**config.mk**
```make
export PLATFORM = sky130hd
export DESIGN_NAME = step_burst_gen
export DESIGN_NICKNAME = d
export VERILOG_FILES = /design/src/rtl/step_burst_pkg.sv /design/src/rtl/sbg_mode_qual.sv /design/src/rtl/sbg_counter.sv /design/src/rtl/sbg_seq.sv /design/src/rtl/sbg_out_reg.sv /design/src/rtl/step_burst_gen.sv
export SDC_FILE = /design/constraint.sdc
export NUM_CORES = 1
export LEC_CHECK = 0
export ABC_AREA = 1
export BUFFER_PORTS_ARGS = -buffer_cell sky130_fd_sc_hd__buf_4
export CAP_MARGIN = 20
export CORE_ASPECT_RATIO = 0.6
export CORE_MARGIN = 2
export CORE_UTILIZATION = 45
export DETAILED_ROUTE_END_ITERATION = 8
export PLACE_DENSITY = 0.69
export SETUP_SLACK_MARGIN = 0.4
export SYNTH_ARGS = -nofsm -noshare
export SYNTH_HDL_FRONTEND = slang
export SYNTH_SLANG_ARGS = --single-unit
export TNS_END_PERCENT = 5
```
**constraint.sdc**
```tcl
create_clock -name clk -period 5.7 [get_ports clk]
set_input_delay 0 -clock clk [delete_from_list [all_inputs] [get_ports clk]]
set_output_delay 0 -clock clk [all_outputs]
set_load 0.02 [all_outputs]
```
**src/rtl/step_burst_pkg.sv**
```systemverilog
package step_burst_pkg;
  localparam logic [2:0] SB_CNT_MODE_PULSE = 3'b001;
  localparam logic [3:0] SB_OUT_MODE_GATED = 4'b1111;

  typedef enum logic {
    SB_IDLE = 1'b0,
    SB_RUN  = 1'b1
  } sb_state_e;
endpackage

```
**src/rtl/sbg_mode_qual.sv**
```systemverilog
module sbg_mode_qual
  import step_burst_pkg::*;
(
  input  logic [2:0] cnt_mode_i,
  input  logic [3:0] out_mode_i,
  input  logic       one_shot_i,
  input  logic       src_sysclk_i,
  output logic       mode_ok_o
);
  logic cnt_sel;
  logic out_sel;

  always_comb begin
    cnt_sel   = (cnt_mode_i == SB_CNT_MODE_PULSE);
    out_sel   = (out_mode_i == SB_OUT_MODE_GATED);
    // undivided system clock cannot be gated through, so it blocks the mode
    mode_ok_o = cnt_sel && out_sel && one_shot_i && !src_sysclk_i;
  end
endmodule

```
**src/rtl/sbg_counter.sv**
```systemverilog
module sbg_counter #(
  parameter int unsigned CNT_W = 16
) (
  input  logic             clk,
  input  logic             rst_n,
  input  logic             load_i,
  input  logic [CNT_W-1:0] load_val_i,
  input  logic [CNT_W-1:0] cmp_val_i,
  input  logic             inc_i,
  output logic [CNT_W-1:0] count_o,
  output logic             remaining_o,
  output logic             last_o
);
  localparam logic [CNT_W-1:0] ONE = {{(CNT_W-1){1'b0}}, 1'b1};

  logic [CNT_W-1:0] cnt_q, cnt_d;
  logic [CNT_W-1:0] cmp_q, cmp_d;
  logic [CNT_W-1:0] cnt_inc;

  always_comb begin
    cnt_inc = cnt_q + ONE;
    cnt_d   = cnt_q;
    cmp_d   = cmp_q;
    if (load_i) begin
      // both bounds captured only on an accepted start
      cnt_d = load_val_i;
      cmp_d = cmp_val_i;
    end else if (inc_i) begin
      cnt_d = cnt_inc;
    end
  end

  always_ff @(posedge clk or negedge rst_n) begin
    if (!rst_n) begin
      cnt_q <= '0;
      cmp_q <= '0;
    end else begin
      cnt_q <= cnt_d;
      cmp_q <= cmp_d;
    end
  end

  always_comb begin
    count_o     = cnt_q;
    remaining_o = (cnt_q < cmp_q);
    last_o      = (cnt_inc == cmp_q);
  end
endmodule

```
**src/rtl/sbg_seq.sv**
```systemverilog
module sbg_seq
  import step_burst_pkg::*;
(
  input  logic clk,
  input  logic rst_n,
  input  logic start_i,
  input  logic mode_ok_i,
  input  logic remaining_i,
  input  logic last_step_i,
  output logic accept_o,
  output logic busy_o
);
  sb_state_e state_q, state_d;

  always_comb begin
    state_d  = state_q;
    accept_o = 1'b0;
    unique case (state_q)
      SB_IDLE: begin
        if (start_i && mode_ok_i) begin
          accept_o = 1'b1;
          state_d  = SB_RUN;
        end
      end
      SB_RUN: begin
        // start_i is not looked at while running
        if (!mode_ok_i || !remaining_i || last_step_i) begin
          state_d = SB_IDLE;
        end
      end
      default: state_d = SB_IDLE;
    endcase
  end

  always_ff @(posedge clk or negedge rst_n) begin
    if (!rst_n) begin
      state_q <= SB_IDLE;
    end else begin
      state_q <= state_d;
    end
  end

  assign busy_o = (state_q == SB_RUN);
endmodule

```
**src/rtl/sbg_out_reg.sv**
```systemverilog
module sbg_out_reg (
  input  logic clk,
  input  logic rst_n,
  input  logic pulse_d_i,
  output logic pulse_o
);
  logic pulse_q;

  always_ff @(posedge clk or negedge rst_n) begin
    if (!rst_n) begin
      pulse_q <= 1'b0;
    end else begin
      pulse_q <= pulse_d_i;
    end
  end

  assign pulse_o = pulse_q;
endmodule

```
**src/rtl/step_burst_gen.sv**
```systemverilog
module step_burst_gen #(
  parameter int unsigned CNT_W = 16
) (
  input  logic             clk,
  input  logic             rst_n,
  input  logic             start_i,
  input  logic             cnt_en_i,
  input  logic [2:0]       cnt_mode_i,
  input  logic [3:0]       out_mode_i,
  input  logic             one_shot_i,
  input  logic             src_sysclk_i,
  input  logic [CNT_W-1:0] load_val_i,
  input  logic [CNT_W-1:0] cmp_val_i,
  output logic             busy_o,
  output logic             pulse_o,
  output logic [CNT_W-1:0] count_o
);
  logic mode_ok;
  logic accept;
  logic busy;
  logic remaining;
  logic last_pos;
  logic step;
  logic last_step;

  sbg_mode_qual u_qual (
    .cnt_mode_i   (cnt_mode_i),
    .out_mode_i   (out_mode_i),
    .one_shot_i   (one_shot_i),
    .src_sysclk_i (src_sysclk_i),
    .mode_ok_o    (mode_ok)
  );

  // one step per enabled busy cycle while below the end value
  always_comb begin
    step      = busy && mode_ok && cnt_en_i && remaining;
    last_step = step && last_pos;
  end

  sbg_counter #(.CNT_W(CNT_W)) u_cnt (
    .clk         (clk),
    .rst_n       (rst_n),
    .load_i      (accept),
    .load_val_i  (load_val_i),
    .cmp_val_i   (cmp_val_i),
    .inc_i       (step),
    .count_o     (count_o),
    .remaining_o (remaining),
    .last_o      (last_pos)
  );

  sbg_seq u_seq (
    .clk         (clk),
    .rst_n       (rst_n),
    .start_i     (start_i),
    .mode_ok_i   (mode_ok),
    .remaining_i (remaining),
    .last_step_i (last_step),
    .accept_o    (accept),
    .busy_o      (busy)
  );

  sbg_out_reg u_out (
    .clk       (clk),
    .rst_n     (rst_n),
    .pulse_d_i (step),
    .pulse_o   (pulse_o)
  );

  assign busy_o = busy;
endmodule

```
==> summary.md, run 1 <==
| Metric | Value |
|---|---|
| Outcome | complete, but fails checks |
| Failing checks | negative hold slack |
| Clock sinks | 34 |
| Multi-input logic area | 0.001556 mm2 |
| Vias per inst | 5.089 |
| Die Ht | 63.32 um |
| Crit path time final | 2.254 ns |
| DP Wirelength | 5.663 mm |
| Tcrit/Tclk final | 39.54% |
| Register area | 850.8 um2 |
| Antenna diode instance count | 0 |
| Layout cell share with drive strength beyond 1 | between 15 and 20% |
| #FFs+latches synth | 34 |
| Peak VDD IR | 0.07099 mV |
| Synth Area per Inst | 6.647 um2 |
| Yosys warning count | 0 |
| Vias in the first global route | between 2000 and 2500 |
| Rel. slew slack | between 60% and 70% |
| Synth top cells by count | nand2_1 (157), nand3_1 (42), inv_1 (41) |
| Worst-Skew Late Latency | 0.29 ns |
| Crit start category | flip-flop |
| Clk pwr share | a little under two fifths |
| First-pass GRT wire length | 12.28 mm |
| Core Footprint | 0.005623 mm2 |
| CP Cell Sequence | ha_1 > a21o_1 > o21bai_2 > nand2_1 > a211oi_2 > nand3_2 > nand2_4 > nand2_1 > nand2_1 |
| Sw Share | 23.92% |
| Dominant synthesized flop cell | dfrtp_1 |
| Top-count cell post-synth | nand2_1 |
| Syn Inst Count | 397 |
| Fraction of registers with async set/reset | 100.0% |
| Top post-synthesis cells by area | dfrtp_1 (32%), nand2_1 (22%), ha_1 (8.1%) |
| # setup viols final | 0 |
| Power per standard cell area | 144.9 mW/mm2 |
| Setup Skew | ~0.0066 ns |
| Synth area leader | dfrtp_1 |
| Leakage | 1.829 nW |
| Total Power | 492.4 uW |
| Critical Path End Type | flip-flop |
| Site row count | 21 |
| CTS tree | built |
| Max Fclk | 443.7 MHz |
| Drt drc | 0 |
| Wirelength per Cell | 13.66 um |
| WP buf/inv | 0 |
| RSZ-0062 raised after global routing | false |
| Initial antenna violation count | 0 |
| Final Hold Viols | 1 |
| Worst path max stage delay | 0.48 ns |
| CTS Buf Count | 5 |
| DRT Pass-1 Iters | 6 |
| Largest net degree at the start of global routing | 35 |
| Final setup TNS | 0 ns |
| Internal cell power | 374.6 uW |
| Crit path kind | flip-flop to flip-flop |
| RD Place Congestion | between 0.9 and 1 |
| Dpl cell area | 0.003144 mm2 |
| Area of the die | 0.006513 mm2 |
| Vias | 2814 |
| # IOs | between 60 and 70 |
| Max Buffers Root-to-Sink | 2 |
| Post-synthesis sequential area ratio | about a third |
| Post-synth EDFFs | 0 |
| Post-Syn Nets | 459 |
| H-tree depth | 2 |
| Library cells used by synthesis | 31 |
| HP Class | input pin to flip-flop |
| DRT iter0 DRCs | 259 |
| Initial Util | 46.93% |
| GRT overflow | 0 |
| Max-cap viol count | 0 |
| Port bufs | just over 60 |
| Switch Pwr | 117.8 uW |
| PostCTS Resize Cnt | 0 |
| Die X | approximately 100 um |
| Sequential share of power | 50.8% |
| Final instance area | 0.003397 mm2 |
| Critical Path RT | 5.93 ns |
| Combinational Power Share | 12.3% |
| Clock transition at path regs | ~0.070 ns |
| Nets | 536 |
| Total track usage | 24.70% |
| Final Slew Violations | 0 |
| Tightest Pin Transition | between 0.5 and 0.6 ns |
| Total Routed Length | 7.556 mm |
| Critical Path AT | ~2.5 ns |
| Peak fanout along the critical path | 17 |
| Yosys top cell area share | 32.24% |
| Final Util | 60.41% |
| Min Hold Slack | -0.0009432 ns |
| Routed Antenna Nets | 0 |
| Largest delay contributor family on the critical path | simple AND/OR/NAND/NOR gates |
| Most frequent CP cell | nand2_1 |
| Area growth from synthesis to layout | 28.73% |
| Synthesized cell area | 0.002639 mm2 |
| Filler Cell Count | approximately 550 |
| Worst path slowest cell | dfrtp_1 |
| Root Buffer | clkbuf_8 |
| Postcts setup bufs | 0 |
[power by group through the flow]
stage / clock network [mW] / logic (mW) / registers, mW
2_1_floorplan: 0 / 0.0169 / 0.254
3_3_place_gp: 0 / 0.0497 / 0.255
3_5_place_dp: 0 / 0.0510 / 0.255
4_1_cts: 0.184 / 0.0602 / 0.250
5_1_grt: 0.194 / 0.0673 / 0.251
6_report: 0.182 / 0.0603 / 0.250
[stage by stage]
| step | std cells | setup WS (ns) |
|---|---|---|
| after CTS | 553 | 3.447 |
| after floorplan | 397 | 3.736 |
| after global routing | 553 | 3.167 |
| after detailed placement | 530 | 3.462 |
| final | 553 | 3.446 |
| after global placement | 530 | 3.532 |
[layout by cell type, fill, tap and decap left out, drive strengths merged]
| cell | netlist | routed |
|---|---|---|
| nand2 | 159 | 159 |
| buf | 8 | 63 |
| nand3 | 45 | 45 |
| inv | 42 | 42 |
| dfrtp | 34 | 34 |
| nor2 | 33 | 33 |
| o21ai | 29 | 29 |
| ha | 17 | 17 |
| dlygate4sd3 | 0 | 17 |
| nand4 | 10 | 10 |
| a21oi | 6 | 6 |
| clkbuf | 2 | 6 |
| o21bai | 2 | 2 |
| a211oi | 2 | 2 |
| nor3 | 2 | 2 |
| a21o | 1 | 1 |
| nor4 | 1 | 1 |
| clkinv | 1 | 1 |
| nand3b | 1 | 1 |
| xnor3 | 1 | 1 |
| xor2 | 1 | 1 |
[cells by family after synthesis]
family	count (synthesis)	share of synthesized area [%]
adders and majority gates	17	8.061
DFF	34	32.24
xor gates and xnor gates	2	1.185
and+or+nand+nor	251	41.16
buffers and inverters	53	8.962
AOI/OAI and AO/OA	40	8.393
[flip-flops by register name, indices dropped and copies added, names as in the netlist]
register       count
u_cnt.cmp_q       16
u_seq.busy_o       1
u_out.pulse_o      1
u_cnt.count_o     16
[worst reg2reg max path: stages (launching register included)]
cell and delay [ns]:
dfrtp_1 0.48, ha_1 0.35, a21o_1 0.17, o21bai_2 0.16
nand2_1 0.08, a211oi_2 0.16, nand3_2 0.35, nand2_4 0.31
nand2_1 0.08, nand2_1 0.06
[layout make-up]
type | count | area share (%)
Multi-Input combinational cell | 310 | 45.82
Sequential cell | 34 | 25.05
Timing Repair Buffer | 80 | 18.93
Inverter | 43 | 4.825
Tap cell | 80 | 2.947
Clock buffer | 6 | 2.431
[layer usage]
layer	wire length [um]	vias up	track usage, %
met3	753	9	4.550
met1	3963	1241	41.29
met2	2771	126	32.19
met5	0	-	0
met4	68	0	4.934
li1	-	1438	-
[final timing paths]
path	end	slack (ns)	depth (start not counted)	startpoint
max	u_cnt.count_o[3]$_DFFE_PN0P_	3.45	9	u_cnt.count_o[11]$_DFFE_PN0P_
min	u_out.pulse_o$_DFF_PN0_	-0.0009	3	cnt_en_i
max reg2reg	u_cnt.count_o[3]$_DFFE_PN0P_	3.45	9	u_cnt.count_o[11]$_DFFE_PN0P_
min reg2reg	u_cnt.cmp_q[0]$_DFFE_PN0P_	0.49	2	u_cnt.cmp_q[0]$_DFFE_PN0P_
max in group asynchronous	u_cnt.cmp_q[10]$_DFFE_PN0P_	5.17	2	rst_n
min in group asynchronous	u_cnt.count_o[0]$_DFFE_PN0P_	0.21	2	rst_n
[what timing repair did]
action	4_1_cts	5_1_grt
hold buffers	17	0
setup endpoints to repair	0	0
hold endpoints to repair	50	0
No activity file was read; power rests on OpenSTA's default activity.
==> run 2: changes to the inputs <==
--- a/config.mk
+++ b/config.mk
@@ -12,7 +12,7 @@
 export CORE_MARGIN = 2
 export CORE_UTILIZATION = 45
 export DETAILED_ROUTE_END_ITERATION = 8
-export PLACE_DENSITY = 0.69
+export PLACE_DENSITY = 0.72
 export SETUP_SLACK_MARGIN = 0.4
 export SYNTH_ARGS = -nofsm -noshare
 export SYNTH_HDL_FRONTEND = slang
==> constraint.sdc (replaced) <==
create_clock -name clk -period 2.05 [get_ports clk]
set_input_delay 0 -clock clk [delete_from_list [all_inputs] [get_ports clk]]
set_output_delay 0 -clock clk [all_outputs]
set_load 0.02 [all_outputs]
==> summary.md, run 2 (same netlist as run 1, synthesis figures left out) <==
| Metric | Value |
|---|---|
| Critical Path Start | u_cnt.count_o[11]$_DFFE_PN0P_ |
| Max-cap viol count | 0 |
| Crit path time final | 1.945 ns |
| Rel. slew slack | 68.80% |
| Tcrit/Tclk final | 94.89% |
| Worst-Skew Late Latency | 0.29 ns |
| Final Slew Violations | 0 |
| Layout Cells excl Fill | 578 |
| Max Fclk | 514.1 MHz |
| WP buf/inv | 1 |
| DP Worst Slack | about 0.090 ns |
| Placed insts | 551 |
| Final setup TNS | 0 ns |
| Most common cell after layout, fill and taps aside | nand2_1 |
| # IOs | 63 |
| Die Ht | 63.32 um |
| Peak fanout along the critical path | 9 |
| Peak VDD IR | about 0.23 mV |
| RD Place Congestion | between 0.9 and 1 |
| Critical Path AT | 2.12 ns |
| Port bufs | 62 |
| Final Hold Viols | 0 |
| Most frequent CP cell | nand2_1 |
| Multi-input logic area | 0.001664 mm2 |
| Critical Path End Type | flip-flop |
| Area growth from synthesis to layout | 40.68% |
| Layout cell share with drive strength beyond 1 | 26.91% |
| Wirelength per Cell | 15.06 um |
| Worst Hold Launch | load_val_i[6] |
| Setup Skew | around 0.0082 ns |
| R2r endpoint | u_cnt.count_o[1]$_DFFE_PN0P_ |
| RSZ-0062 raised after global routing | true |
| Antenna diode instance count | 0 |
| Drt drc | 0 |
| Filler Cell Count | 509 |
| Nets | 559 |
| Root Buffer | clkbuf_8 |
| Register area | around 870 um2 |
| Largest net degree at the start of global routing | 35 |
| Clock sinks | 34 |
| Worst Reg-to-Reg Cells | 9 |
| Critical Path RT | around 2.2 ns |
| # setup viols final | 0 |
| GRT met1 Usage | 46.81% |
| Leakage | between 1.5 and 2 nW |
| Outcome | finished, final reports clean |
| Vias per inst | 5.204 |
| Tightest Pin Transition | 0.4680 ns |
| Site row count | 21 |
| Core Footprint | 0.005623 mm2 |
| Worst R2R Start | u_cnt.count_o[11]$_DFFE_PN0P_ |
| CTS Buf Count | 5 |
| Crit path kind | flip-flop to flip-flop |
| Hold Crit Depth | 5 |
| Total track usage | 27.40% |
| Postcts setup bufs | 0 |
| Most frequent cells in the layout | nand2_1 (153), buf_4 (82), nand3_1 (42), inv_1 (37), nor2_1 (27) |
| Max Buffers Root-to-Sink | 2 |
| Total Routed Length | ~8.7 mm |
| Setup ws final | 0.1048 ns |
| H-tree depth | 2 |
| Area of the die | 0.006513 mm2 |
| Clock transition at path regs | 0.08 ns |
| DRT iter0 DRCs | 351 |
| Min Hold Slack | around 0.011 ns |
| Crit start category | flip-flop |
| Die X | 102.9 um |
| Initial antenna violation count | 0 |
| GRT overflow | 0 |
| Largest delay contributor family on the critical path | compound AO/OA/AOI/OAI gates |
| Met3 Use GR | under 10% |
| Vias in the first global route | around 2600 |
| CTS tree | built |
| DP Wirelength | 6.623 mm |
| Worst path slowest cell | dfrtp_2 |
| Routing usage on met2 | between 30 and 40% |
| Vias | around 3000 |
| Worst Hold End | u_cnt.count_o[6]$_DFFE_PN0P_ |
| First-pass GRT wire length | 13.48 mm |
| Final Util | 66.02% |
| GR peak layer | met1 |
| Power per standard cell area | 382.2 mW/mm2 |
| CP Cell Sequence | ha_4 > a21o_1 > o21bai_2 > nand2_1 > a211oi_2 > nand3_4 > buf_6 > nand3_1 > nand2_1 |
| HP Class | input pin to flip-flop |
| Worst path max stage delay | 0.45 ns |
| Initial Util | between 40 and 50% |
| Flop2flop setup slack | 0.10 ns |
| DRT Pass-1 Iters | 5 |
| Routed Antenna Nets | 0 |
==> run 2: changes by cell type in the layout (fill, tap and decap cells not counted), sizes merged <==
cell and change:
clkbuf +2, buf +21, dlygate4sd3 +2
==> run 2: final cells by class <==
class                           instances  area share [%]
Multi-Input combinational cell        310           44.83
Sequential cell                        34           23.32
Timing Repair Buffer                  103           22.31
Inverter                               43           4.415
Tap cell                               80           2.696
Clock buffer                            8           2.427
==> run 2: repair_timing <==
| action | in CTS | in global routing |
|---|---|---|
| endpoints found under the hold margin | 52 | 0 |
| pin swaps | 2 | 5 |
| endpoints found under the setup margin | 17 | 18 |
| resized for setup | 4 | 21 |
| hold buffers | 19 | 0 |
==> run 2: per-layer routing <==
metal  vias to the layer above  part of all wire (%)
met5                         -                     0
met4                         0                  0.61
met3                         7                    13
met2                       167                    38
met1                      1350                    49
li1                       1484                     -
==> run 2: per-stage QoR <==
step / area (um2) / power [mW]
5_1_grt: 3712 / 1.472
4_1_cts: 3635 / 1.421
2_1_floorplan: 2691 / 0.7565
3_5_place_dp: 3348 / 0.8563
3_3_place_gp: 3348 / 0.8513
6_report: 3712 / 1.419
==> run 2: worst max path at each step <==
stage	slack (ns)	cells after the start	end
2_1_floorplan	0.19	11	u_cnt.count_o[13]$_DFFE_PN0P_
3_3_place_gp	0.09	10	u_cnt.count_o[9]$_DFFE_PN0P_
3_5_place_dp	0.09	10	u_cnt.count_o[1]$_DFFE_PN0P_
4_1_cts	0.10	11	u_cnt.count_o[9]$_DFFE_PN0P_
5_1_grt	-0.02	12	u_seq.busy_o$_DFF_PN0_
6_report	0.10	9	u_cnt.count_o[1]$_DFFE_PN0P_
==> run 2: tightest hold or removal path, stage by stage <==
cell	delay (ns)
buf_4	0.08
nand2_1	0.04
nand2_1	0.06
nand2_1	0.05
nand2_1	0.05
==> run 2: power by group <==
part	switching [mW]	internal, mW
registers	0.0108	0.686
logic	0.0773	0.104
clock network	0.266	0.275
total	0.354	1.06
==> run 3: changes to the inputs <==
--- a/config.mk
+++ b/config.mk
@@ -10,9 +10,9 @@
 export CAP_MARGIN = 20
 export CORE_ASPECT_RATIO = 0.6
 export CORE_MARGIN = 2
-export CORE_UTILIZATION = 45
+export CORE_UTILIZATION = 54
 export DETAILED_ROUTE_END_ITERATION = 8
-export PLACE_DENSITY = 0.72
+export PLACE_DENSITY = 0.8
 export SETUP_SLACK_MARGIN = 0.4
 export SYNTH_ARGS = -nofsm -noshare
 export SYNTH_HDL_FRONTEND = slang
==> constraint.sdc (replaced) <==
create_clock -name clk -period 2.1 [get_ports clk]
set_input_delay 0 -clock clk [delete_from_list [all_inputs] [get_ports clk]]
set_output_delay 0 -clock clk [all_outputs]
set_load 0.02 [all_outputs]
==> summary.md, run 3 (same netlist as run 1, synthesis figures left out) <==
| Metric | Value |
|---|---|
| Setup ws final | -0.03480 ns |
| Routed Antenna Nets | 0 |
| Max layer used | met4 |
| GRT overflow | 0 |
| Most common cell after layout, fill and taps aside | nand2_1 |
| Initial Util | a little under three fifths |
| Max Buffers Root-to-Sink | 2 |
| # IOs | 63 |
| Drt drc | 0 |
| First-pass GRT wire length | between 10 and 15 mm |
| H-tree depth | 2 |
| Worst path max stage delay | 0.41 ns |
| Antenna diode instance count | 0 |
| Clock sinks | 34 |
| Vias | approximately 3200 |
| Die Ht | 58.15 um |
| HP Class | input pin to flip-flop |
| DRT iter0 DRCs | between 300 and 400 |
| DRT Pass-1 Iters | 6 |
| Total Routed Length | 8.913 mm |
| Met2 wire length | 3.568 mm |
| Area growth from synthesis to layout | 41.11% |
| Total Power | between 1 and 1.5 mW |
| Port bufs | 62 |
| Setup Skew | approximately 0.0062 ns |
| Die X | 94.25 um |
| CP Cell Sequence | inv_2 > ha_4 > a21oi_2 > nor2_1 > o21bai_2 > nand2_1 > a211oi_2 > nand3_4 > clkbuf_16 > nand3_2 > nand2_1 |
| Leakage | 1.898 nW |
| Area of the die | between 0.005 and 0.006 mm2 |
| Outcome | complete, but fails checks |
| Max Fclk | between 400 and 500 MHz |
| DP Wirelength | 6.113 mm |
| Flop2flop setup slack | -0.03 ns |
| Nets | roughly 550 |
| CTS Buf Count | 5 |
| Min Hold Slack | between 0.0015 and 0.002 ns |
| Site row count | 19 |
| DP Worst Slack | 0.06214 ns |
| Peak VDD IR | 0.3034 mV |
| Critical Path AT | between 2 and 2.5 ns |
| Vias in the first global route | 2705 |
| WL met3 | 1.286 mm |
| CTS tree | built |
| RD Place Congestion | 0.9211 |
| Total track usage | 31.74% |
| Vias per inst | 5.676 |
| Failing checks | negative setup slack |
| Rel. slew slack | roughly 70% |
| Final Slew Violations | 0 |
| Layout cell share with drive strength beyond 1 | 28.40% |
| Final Hold Viols | 0 |
| Clock transition at path regs | around 0.07 ns |
| Worst-Skew Late Latency | 0.29 ns |
| Most frequent cells in the layout | nand2_1 (155), buf_4 (78), nand3_1 (33), inv_1 (32), nor2_1 (28) |
| # setup viols final | 14 |
| Most frequent CP cell | nand2_1 |
| Register area | 862.1 um2 |
| Crit path kind | flip-flop to flip-flop |
| Root Buffer | clkbuf_8 |
| Multi-input logic area | around 0.0017 mm2 |
| Power per standard cell area | 370.4 mW/mm2 |
| Largest delay contributor family on the critical path | compound AO/OA/AOI/OAI gates |
| Initial antenna violation count | 0 |
| Peak fanout along the critical path | 7 |
| Core Footprint | 0.004636 mm2 |
| Max-cap viol count | 0 |
| RSZ-0062 raised after global routing | true |
| Final instance area | 0.003724 mm2 |
| Critical Path End Type | flip-flop |
| Dpl cell area | about 0.0033 mm2 |
| Crit path time final | approximately 2.1 ns |
| Worst path slowest cell | dfrtp_1 |
| Critical Path RT | 2.29 ns |
| Tcrit/Tclk final | 101.7% |
| Tightest Pin Transition | 0.4488 ns |
| Wire length on met1 | 3.873 mm |
| Filler Cell Count | 331 |
| Largest net degree at the start of global routing | 35 |
| Crit start category | flip-flop |
| WP buf/inv | 2 |
| Wirelength per Cell | between 15 and 20 um |
==> run 3: changes by cell type in the layout (fill, tap and decap cells not counted), sizes merged <==
| cell | before | now |
|---|---|---|
| buf | 84 | 80 |
| dlygate4sd3 | 19 | 17 |
| clkbuf | 8 | 9 |
==> run 3: final cells by class <==
type / count / share of cell area (%)
Tap cell: 63 / 2.117
Clock buffer: 8 / 2.419
Timing Repair Buffer: 98 / 22.04
Sequential cell: 34 / 23.15
Inverter: 43 / 4.402
Multi-Input combinational cell: 310 / 45.87
==> run 3: final timing paths <==
path / to / cells past startpoint / startpoint
max in group asynchronous: u_cnt.count_o[1]$_DFFE_PN0P_ / 2 / rst_n
max reg2reg: u_cnt.count_o[3]$_DFFE_PN0P_ / 11 / u_cnt.cmp_q[9]$_DFFE_PN0P_
max: u_cnt.count_o[3]$_DFFE_PN0P_ / 11 / u_cnt.cmp_q[9]$_DFFE_PN0P_
min in group asynchronous: u_cnt.cmp_q[0]$_DFFE_PN0P_ / 2 / rst_n
min reg2reg: u_cnt.cmp_q[0]$_DFFE_PN0P_ / 2 / u_cnt.cmp_q[0]$_DFFE_PN0P_
min: u_cnt.count_o[14]$_DFFE_PN0P_ / 5 / load_val_i[14]
==> run 3: metrics by stage <==
stage	utilization [%]	setup TNS, ns	cells
detailed placement	70.90	0	527
global route	80.32	-1.031	556
CTS	76.82	0	552
finish	80.32	-0.2820	556
floorplan	-	0	397
global placement	70.90	0	527
==> run 3: worst min-delay path, stage by stage <==
cell	delay [ns]
buf_4	0.08
nand2_1	0.04
nand2_1	0.06
nand2_1	0.05
nand2_1	0.05
==> run 3: power by group <==
| part | switching, mW | total, mW | internal, mW |
|---|---|---|---|
| Combinational | 0.0793 | 0.182 | 0.103 |
| Sequential | 0.0121 | 0.682 | 0.670 |
| Clock | 0.248 | 0.515 | 0.268 |
==> run 3: timing repair <==
item,CTS,global route
resized for setup,3,30
hold buffers,17,0
setup buffers,0,3
pin swaps,1,16
setup endpoints to repair,17,18
hold endpoints to repair,50,0
gates cloned,0,1
==> run 3: per-layer routing <==
| layer | global-route usage, % | up-vias |
|---|---|---|
| met5 | 0 | - |
| met4 | 7.660 | 0 |
| met3 | 11.83 | 28 |
| met2 | 42.24 | 234 |
| met1 | 48.34 | 1416 |
| li1 | - | 1478 |
